**config.mk**
```make
export PLATFORM = sky130hd
export DESIGN_NAME = home_migrate_unit
export DESIGN_NICKNAME = d
export VERILOG_FILES = /design/src/rtl/home_migrate_unit.sv
export SDC_FILE = /design/constraint.sdc
export NUM_CORES = 1
export LEC_CHECK = 0
export BUFFER_PORTS_ARGS = -buffer_cell sky130_fd_sc_hd__buf_4
export CAP_MARGIN = 15
export CORE_ASPECT_RATIO = 0.6
export CORE_MARGIN = 5
export CORE_UTILIZATION = 46
export CTS_BUF_LIST = sky130_fd_sc_hd__clkbuf_2 sky130_fd_sc_hd__clkbuf_4 sky130_fd_sc_hd__clkbuf_8
export DETAILED_ROUTE_END_ITERATION = 6
export PLACE_DENSITY = 0.83
export SETUP_SLACK_MARGIN = 0.5
export SLEW_MARGIN = 5
export SYNTH_ARGS = -nofsm -noshare
export SYNTH_HDL_FRONTEND = slang
export SYNTH_SLANG_ARGS = --single-unit
```
**constraint.sdc**
```tcl
create_clock -name clk -period 1.53 [get_ports clk]
set_input_delay 0 -clock clk [delete_from_list [all_inputs] [get_ports clk]]
set_output_delay 0 -clock clk [all_outputs]
set_load 0.01 [all_outputs]
```
**src/rtl/home_migrate_unit.sv**
```systemverilog
module home_migrate_unit #(
  parameter int NUM_CORES = 64,
  parameter int ADDR_W    = 32,
  parameter int DATA_W    = 32,
  parameter int PC_W      = 32,
  parameter int OFF_SMALL = 6,
  parameter int OFF_MID   = 12,
  parameter int OFF_LARGE = 14,
  localparam int CW = (NUM_CORES > 1) ? $clog2(NUM_CORES) : 1
) (
  input  logic              clk,
  input  logic              rst_n,
  input  logic [CW-1:0]     core_id,
  input  logic [1:0]        stripe_sel,
  input  logic              req_valid,
  output logic              req_ready,
  input  logic [ADDR_W-1:0] req_addr,
  input  logic              req_we,
  input  logic [DATA_W-1:0] req_wdata,
  input  logic [PC_W-1:0]   req_pc,
  output logic              cache_valid,
  output logic [ADDR_W-1:0] cache_addr,
  output logic              cache_we,
  output logic [DATA_W-1:0] cache_wdata,
  output logic              mig_req,
  input  logic              mig_ack,
  output logic [CW-1:0]     mig_dest,
  output logic [PC_W-1:0]   mig_pc,
  output logic [ADDR_W-1:0] mig_addr,
  output logic              pipe_freeze
);

  logic [ADDR_W-1:0] shifted;
  logic [CW-1:0]     home;
  logic              accept, local_hit;

  logic              hit_q, mig_q, we_q;
  logic [ADDR_W-1:0] addr_q;
  logic [DATA_W-1:0] wdata_q;
  logic [PC_W-1:0]   pc_q;
  logic [CW-1:0]     dest_q;

  always_comb begin
    case (stripe_sel)
      2'd0:    shifted = req_addr >> OFF_SMALL;
      2'd1:    shifted = req_addr >> OFF_MID;
      default: shifted = req_addr >> OFF_LARGE;
    endcase
  end

  assign home      = shifted[CW-1:0];
  assign accept    = req_valid && !mig_q;
  assign local_hit = (home == core_id);

  always_ff @(posedge clk) begin
    if (!rst_n) begin
      hit_q   <= 1'b0;
      mig_q   <= 1'b0;
      we_q    <= 1'b0;
      addr_q  <= '0;
      wdata_q <= '0;
      pc_q    <= '0;
      dest_q  <= '0;
    end else begin
      hit_q <= accept && local_hit;
      if (accept) begin
        addr_q  <= req_addr;
        we_q    <= req_we;
        wdata_q <= req_wdata;
        pc_q    <= req_pc;
        dest_q  <= home;
        mig_q   <= !local_hit;
      end else if (mig_q && mig_ack) begin
        mig_q <= 1'b0;
      end
    end
  end

  assign req_ready   = !mig_q;
  assign pipe_freeze = mig_q;
  assign cache_valid = hit_q;
  assign cache_addr  = addr_q;
  assign cache_we    = we_q;
  assign cache_wdata = wdata_q;
  assign mig_req     = mig_q;
  assign mig_dest    = dest_q;
  assign mig_pc      = pc_q;
  assign mig_addr    = addr_q;

endmodule


```
==> impl_metrics.py, run 1 <==
metrics = {
    "detailed_routing": {
        "antenna_left": 0,
        "drt_wl_total_mm": 20.1,
        "drc": 0,
        "routed_via_density": 5.27,
        "vias": 5166,
        "wl_per_cell_um": 20.5,
        "drt-initial-drc-count": 321,
        "firstDrtPassIters": 5,
    },
    "finish": {
        "area_delta_synth_final_pct": 81.0,
        "antenna_cells": 0,
        "layout_commonest_cell": "buf_4",
        "final_cell_mix": "buf_4, nand2_1, dfxtp_1, dlygate4sd3_1, a21boi_1",
        "final_nets": 956,
        "final_layout_size_suffix_gt1_share_pct": 40.1,
    },
    "clock_network": {
        "clk_pin_slew_ps": 100,
        "cts_num_sinks": 105,
        "clk_latency_ps": 360,
        "cts_root_buf": "clkbuf_8",
        "cts_made_buffers": 9,
        "clk_path_buf_depth": 2,
        "cts_tree": "yes",
        "cts_htree_levels": 3,
    },
    "setup_path": {
        "worst-path-max-fanout": 7,
        "rr_worst_depth": 5,
        "rr_endpoint": "cache_wdata[7]$_SDFFE_PN0P_",
        "arrival_ps": 1580,
        "rr_startpoint": "mig_req$_SDFFE_PN0P_",
        "startpoint": "mig_req$_SDFFE_PN0P_",
        "worstSetupEndpointType": "register",
        "start_kind": "register",
        "reg2reg_slack_ps": 210,
        "path_class": "reg -> reg",
        "critPathRequiredTime_ps": 1790,
    },
    "yosys": {
        "yosysWarnings": 0,
        "ys_seq_area_share_pct": 47.8,
        "synth.area.mux_share_pct": 1.45,
        "synth_compound_area_share_pct": 20.9,
        "synth_cell_types": 23,
        "synth_top_family_by_area": "compound AO/OA/AOI/OAI gates",
        "synth_seq_cells": 105,
        "synth_xor_xnor_area_share_pct": 0,
        "syn_area_um2": 4400,
        "synth_cells": 532,
        "syn-num-nets": 641,
        "syn_avg_cell_area_um2": 8.26,
        "yosys.area_share.simple_pct": 20.0,
        "synthAdderAreaFrac_pct": 0,
    },
    "pwr": {
        "irDropWorstVdd_uv": 502,
        "p_leak_nw": 3.66,
        "total_power_mw": 6.56,
        "power_density_nw_per_um2": 825,
    },
    "sta": {
        "period_minus_slack_ps": 1320,
        "grt_setup_unrepaired": "yes",
        "tightestPinTransition_ps": 374,
        "maxSlewViolCount": 0,
        "whs_ps": 42.3,
        "final-hold-violation-count": 0,
        "final.period_utilization_pct": 86.6,
        "setup_tns_ps": 0,
        "max_slew_margin_pct": 75.1,
        "fin_skew_ps": 10.3,
        "fmax_mhz": 755,
        "final-setup-viol-count": 0,
    },
    "placed_design": {
        "hpwlAfterDp_mm": 10.1,
        "portBuffers": 247,
        "place_congestion": 0.801,
    },
    "floorplanning": {
        "die_w_um": 136,
        "boundaryPins": 248,
        "core_area_um2": 9260,
        "rows": 27,
        "die_y_um": 85.7,
        "die_area_um2": 11700,
        "start_util_pct": 47.5,
    },
    "min_path": {
        "hold_path.class": "in -> reg",
        "whs_path_depth": 4,
        "hold_end": "cache_valid$_SDFF_PN0_",
        "holdCritStartpoint": "core_id[3]",
    },
    "job": {
        "cap_viol_max_count": 0,
    },
    "global_routing": {
        "track_usage_pct": 28.4,
        "grt_pass1_vias": 5056,
        "antenna_found_initial": 0,
        "overflow": 0,
        "grt_pass1_wl_mm": 26.1,
        "grt_max_degree": 53,
    },
    "outcome": {
        "outcome": "finished clean",
    },
}
-- flip-flops by register name, indices dropped and copies added (netlist names) --
name	cells
mig_dest	6
cache_we	1
mig_pc	32
mig_req	1
cache_wdata	32
cache_addr	32
cache_valid	1
-- Yosys cell counts (all sizes together) --
| cell | count | area (µm²) |
|---|---|---|
| a211o | 5 | 43.8 |
| a211oi | 1 | 7.51 |
| a21boi | 103 | 773 |
| buf | 48 | 344 |
| clkbuf | 22 | 82.6 |
| dfxtp | 105 | 2100 |
| inv | 2 | 7.51 |
| mux2i | 6 | 63.8 |
| nand2 | 214 | 803 |
| nand4 | 2 | 12.5 |
| nand4b | 1 | 8.76 |
| nor2 | 1 | 3.75 |
| nor2b | 7 | 43.8 |
| nor4 | 1 | 6.26 |
| o211ai | 6 | 45.0 |
| o21a | 1 | 7.51 |
| o21ai | 6 | 30.0 |
| o41a | 1 | 11.3 |
-- cells by family (layout without fill, tap and decap cells) --
logic type | after synthesis | in the layout
AND/OR/NAND/NOR | 226 | 227
AO/OA/AOI/OAI | 123 | 123
flip-flops | 105 | 105
buffers and inverters | 72 | 390
multiplexers | 6 | 6
-- worst max path at each step --
stage                                               to  depth (start not counted)
final                      cache_wdata[7]$_SDFFE_PN0P_                          5
after global routing       cache_wdata[7]$_SDFFE_PN0P_                          5
after CTS                 cache_wdata[24]$_SDFFE_PN0P_                          6
after detailed placement          mig_req$_SDFFE_PN0P_                          5
after global placement            mig_req$_SDFFE_PN0P_                          5
after floorplan                 cache_valid$_SDFF_PN0_                          6
-- layer usage --
layer	vias up	share of wire [%]	global-route usage (%)
met3	65	9.5	9.67
met2	292	49	50.4
met5	-	0	0
li1	2323	-	-
met4	0	3.7	11.0
met1	2486	37	31.5
-- critical path, stage by stage (launching register included) --
cell and delay (ps):
dfxtp_4 370, nor2b_4 150, buf_6 180, buf_16 150, nand2_1 90, a21boi_1 280
-- per-stage QoR --
| stage | cell area (µm²) | util [%] | setup WS, ps | std cells |
|---|---|---|---|---|
| 2_1_floorplan | 4510 | - | 441 | 532 |
| 3_3_place_gp | 6160 | 66.5 | 286 | 848 |
| 3_5_place_dp | 6160 | 66.5 | 224 | 848 |
| 4_1_cts | 7600 | 82.2 | 365 | 973 |
| 5_1_grt | 7960 | 86.0 | 197 | 981 |
| 6_report | 7960 | 86.0 | 206 | 981 |
-- repair_timing --
item / 4_1_cts / 5_1_grt
gates resized for setup: 53 / 88
hold endpoints to repair: 97 / 0
buffers inserted: 7 / 2
gates cloned: 6 / 6
pin swaps: 10 / 26
hold buffers: 97 / 0
endpoints found under the setup margin: 105 / 108
-- cell type report --
class	count	area, µm²
fill	494	1300
inverter	2	7.51
tap	130	163
multi-input combinational	356	2130
timing repair buffer	373	3360
clock buffer	10	131
clock inverter	5	56.3
sequential	105	2110
-- where the power goes --
part	total (mW)	switching, mW	internal (mW)
registers	3.03	0.125	2.90
clock network	1.70	0.929	0.768
logic	1.84	0.842	0.996
(Power assumes the default switching activity.)
==> run 2, diff against run 1 <==
--- a/config.mk
+++ b/config.mk
@@ -9,12 +9,12 @@
 export CAP_MARGIN = 15
 export CORE_ASPECT_RATIO = 0.6
 export CORE_MARGIN = 5
-export CORE_UTILIZATION = 46
+export CORE_UTILIZATION = 30
 export CTS_BUF_LIST = sky130_fd_sc_hd__clkbuf_2 sky130_fd_sc_hd__clkbuf_4 sky130_fd_sc_hd__clkbuf_8
 export DETAILED_ROUTE_END_ITERATION = 6
-export PLACE_DENSITY = 0.83
 export SETUP_SLACK_MARGIN = 0.5
 export SLEW_MARGIN = 5
 export SYNTH_ARGS = -nofsm -noshare
 export SYNTH_HDL_FRONTEND = slang
 export SYNTH_SLANG_ARGS = --single-unit
+export TNS_END_PERCENT = 50
==> constraint.sdc (replaced) <==
create_clock -name clk -period 1.53 [get_ports clk]
set_input_delay 0 -clock clk [delete_from_list [all_inputs] [get_ports clk]]
set_output_delay 0 -clock clk [all_outputs]
set_load 0.02 [all_outputs]
==> impl_metrics.py, run 2 (same netlist as run 1, synthesis figures left out) <==
metrics = {
    "global_routing": {
        "track_usage_pct": 18.0,
        "grt_pass1_wl_mm": 25.6,
        "grt_max_degree": 71,
        "grt_pass1_vias": 4882,
        "antenna_found_initial": 0,
        "overflow": 0,
    },
    "setup_path": {
        "worstSetupEndpointType": "register",
        "worst-path-max-fanout": 7,
        "cp_top_family": "buffers and inverters",
        "crit_path_max_incr_delay_ps": 380,
        "crit_slowest_cell": "dfxtp_4",
        "critPathRequiredTime_ps": 1820,
        "worstPathCellList": "nor2b_4 > buf_6 > buf_8 > clkbuf_16 > nand2_1 > a21boi_0",
        "arrival_ps": 1490,
        "start_kind": "register",
        "path_class": "reg -> reg",
        "crit_buf_inv": 3,
    },
    "floorplanning": {
        "rows": 34,
        "core_area_um2": 14400,
        "boundaryPins": 248,
        "start_util_pct": 30.5,
        "die_y_um": 104,
        "die_w_um": 166,
        "die_area_um2": 17300,
    },
    "placed_design": {
        "place_congestion": 0.792,
        "portBuffers": 247,
        "hpwlAfterDp_mm": 10.1,
        "dp.cells": 913,
    },
    "pwr": {
        "p_leak_nw": 3.50,
        "irDropWorstVdd_uv": 427,
        "power_density_nw_per_um2": 845,
    },
    "min_path": {
        "hold_path.class": "in -> reg",
    },
    "detailed_routing": {
        "drt-initial-drc-count": 227,
        "wl_per_cell_um": 16.3,
        "drc": 0,
        "drt_wl_total_mm": 17.0,
        "firstDrtPassIters": 4,
        "vias": 4777,
        "routed_via_density": 4.58,
        "antenna_left": 0,
    },
    "sta": {
        "final.period_utilization_pct": 78.0,
        "period_minus_slack_ps": 1190,
        "fmax_mhz": 838,
        "whs_ps": 53.3,
        "setup_tns_ps": 0,
        "final-hold-violation-count": 0,
        "max_slew_margin_pct": 70.9,
        "fin_skew_ps": 8.69,
        "maxSlewViolCount": 0,
        "final-setup-viol-count": 0,
        "tightestPinTransition_ps": 437,
        "grt_setup_unrepaired": "yes",
    },
    "finish": {
        "fin_util_pct": 53.8,
        "area_delta_synth_final_pct": 76.6,
        "final_cell_mix": "buf_4, nand2_1, dfxtp_1, dlygate4sd3_1, a21boi_0",
        "final_cells": 1043,
        "antenna_cells": 0,
        "layout_commonest_cell": "buf_4",
        "final_nets": 949,
        "final_layout_size_suffix_gt1_share_pct": 35.4,
        "fill_cells": 1276,
    },
    "clock_network": {
        "cts_made_buffers": 9,
        "clk_latency_ps": 370,
        "cts_tree": "yes",
        "cts_num_sinks": 105,
        "clk_path_buf_depth": 2,
        "cts_htree_levels": 3,
        "clk_pin_slew_ps": 110,
        "cts_root_buf": "clkbuf_8",
    },
    "outcome": {
        "outcome": "finished clean",
    },
    "job": {
        "cap_viol_max_count": 0,
    },
}
run 2: cell types whose count changed in the layout (fill, tap and decap cells not counted), moves of 2 or more:
cell	delta
a21boi_0	+22
a21boi_1	-8
a21boi_2	-14
buf_12	-3
buf_6	-4
clkbuf_8	+2
clkinv_2	-2
inv_6	+2
mux2i_1	+3
mux2i_2	-3
nand2_1	+19
nand2_4	-19
run 2: per-stage QoR:
| stage | setup WS [ps] | power (mW) | area (µm²) |
|---|---|---|---|
| final | 336 | 6.56 | 7760 |
| after global routing | 285 | 6.89 | 7760 |
| after CTS | 336 | 6.54 | 7590 |
| after detailed placement | 210 | 4.46 | 6190 |
| after global placement | 273 | 4.43 | 6190 |
| after floorplan | 413 | 3.84 | 4480 |
run 2: final cells by class:
type | instances | area (µm²) | share of cell area (%)
multi-input cells | 355 | 1920 | 24.7
inverters | 2 | 7.51 | 0.0967
clock inverters | 4 | 33.8 | 0.435
repair buffers | 367 | 3290 | 42.4
flip-flops and latches | 105 | 2110 | 27.1
well taps | 198 | 248 | 3.19
clock buffers | 12 | 159 | 2.05
run 2: timing repair:
item | CTS | global route
resized for setup | 12 | 57
setup endpoints to repair | 105 | 107
endpoints found under the hold margin | 97 | 0
setup buffers | 5 | 1
hold buffers | 97 | 0
cloned | 6 | 5
pin swaps | 0 | 3
run 2: worst reg2reg max path, cell delays in order, from the launching register on:
cell and delay, ps:
dfxtp_4 380, nor2b_4 120, buf_6 130, buf_8 140, clkbuf_16 170, nand2_1 60, a21boi_0 140
run 2: final timing paths:
check	startpoint	slack, ps	cells after the start	to
min reg2reg	cache_wdata[17]$_SDFFE_PN0P_	460	2	cache_wdata[17]$_SDFFE_PN0P_
max	mig_req$_SDFFE_PN0P_	340	6	mig_pc[5]$_SDFFE_PN0P_
min	req_addr[18]	50	5	mig_dest[4]$_SDFFE_PN0P_
max reg2reg	mig_req$_SDFFE_PN0P_	340	6	mig_pc[5]$_SDFFE_PN0P_
run 2: where the power goes:
group / internal (mW) / switching [mW]
Clock: 0.720 / 0.994
Sequential: 2.90 / 0.110
Combinational: 0.945 / 0.886
run 2: metal layers:
| layer | wire [µm] | vias to the layer above | GRT usage, % | part of all wire, % |
|---|---|---|---|---|
| met1 | 7260 | 2242 | 21.4 | 43 |
| met5 | 0 | - | 0 | 0 |
| li1 | - | 2317 | - | - |
| met2 | 7930 | 190 | 30.5 | 47 |
| met4 | 279 | 0 | 4.67 | 1.6 |
| met3 | 1500 | 28 | 6.89 | 8.8 |
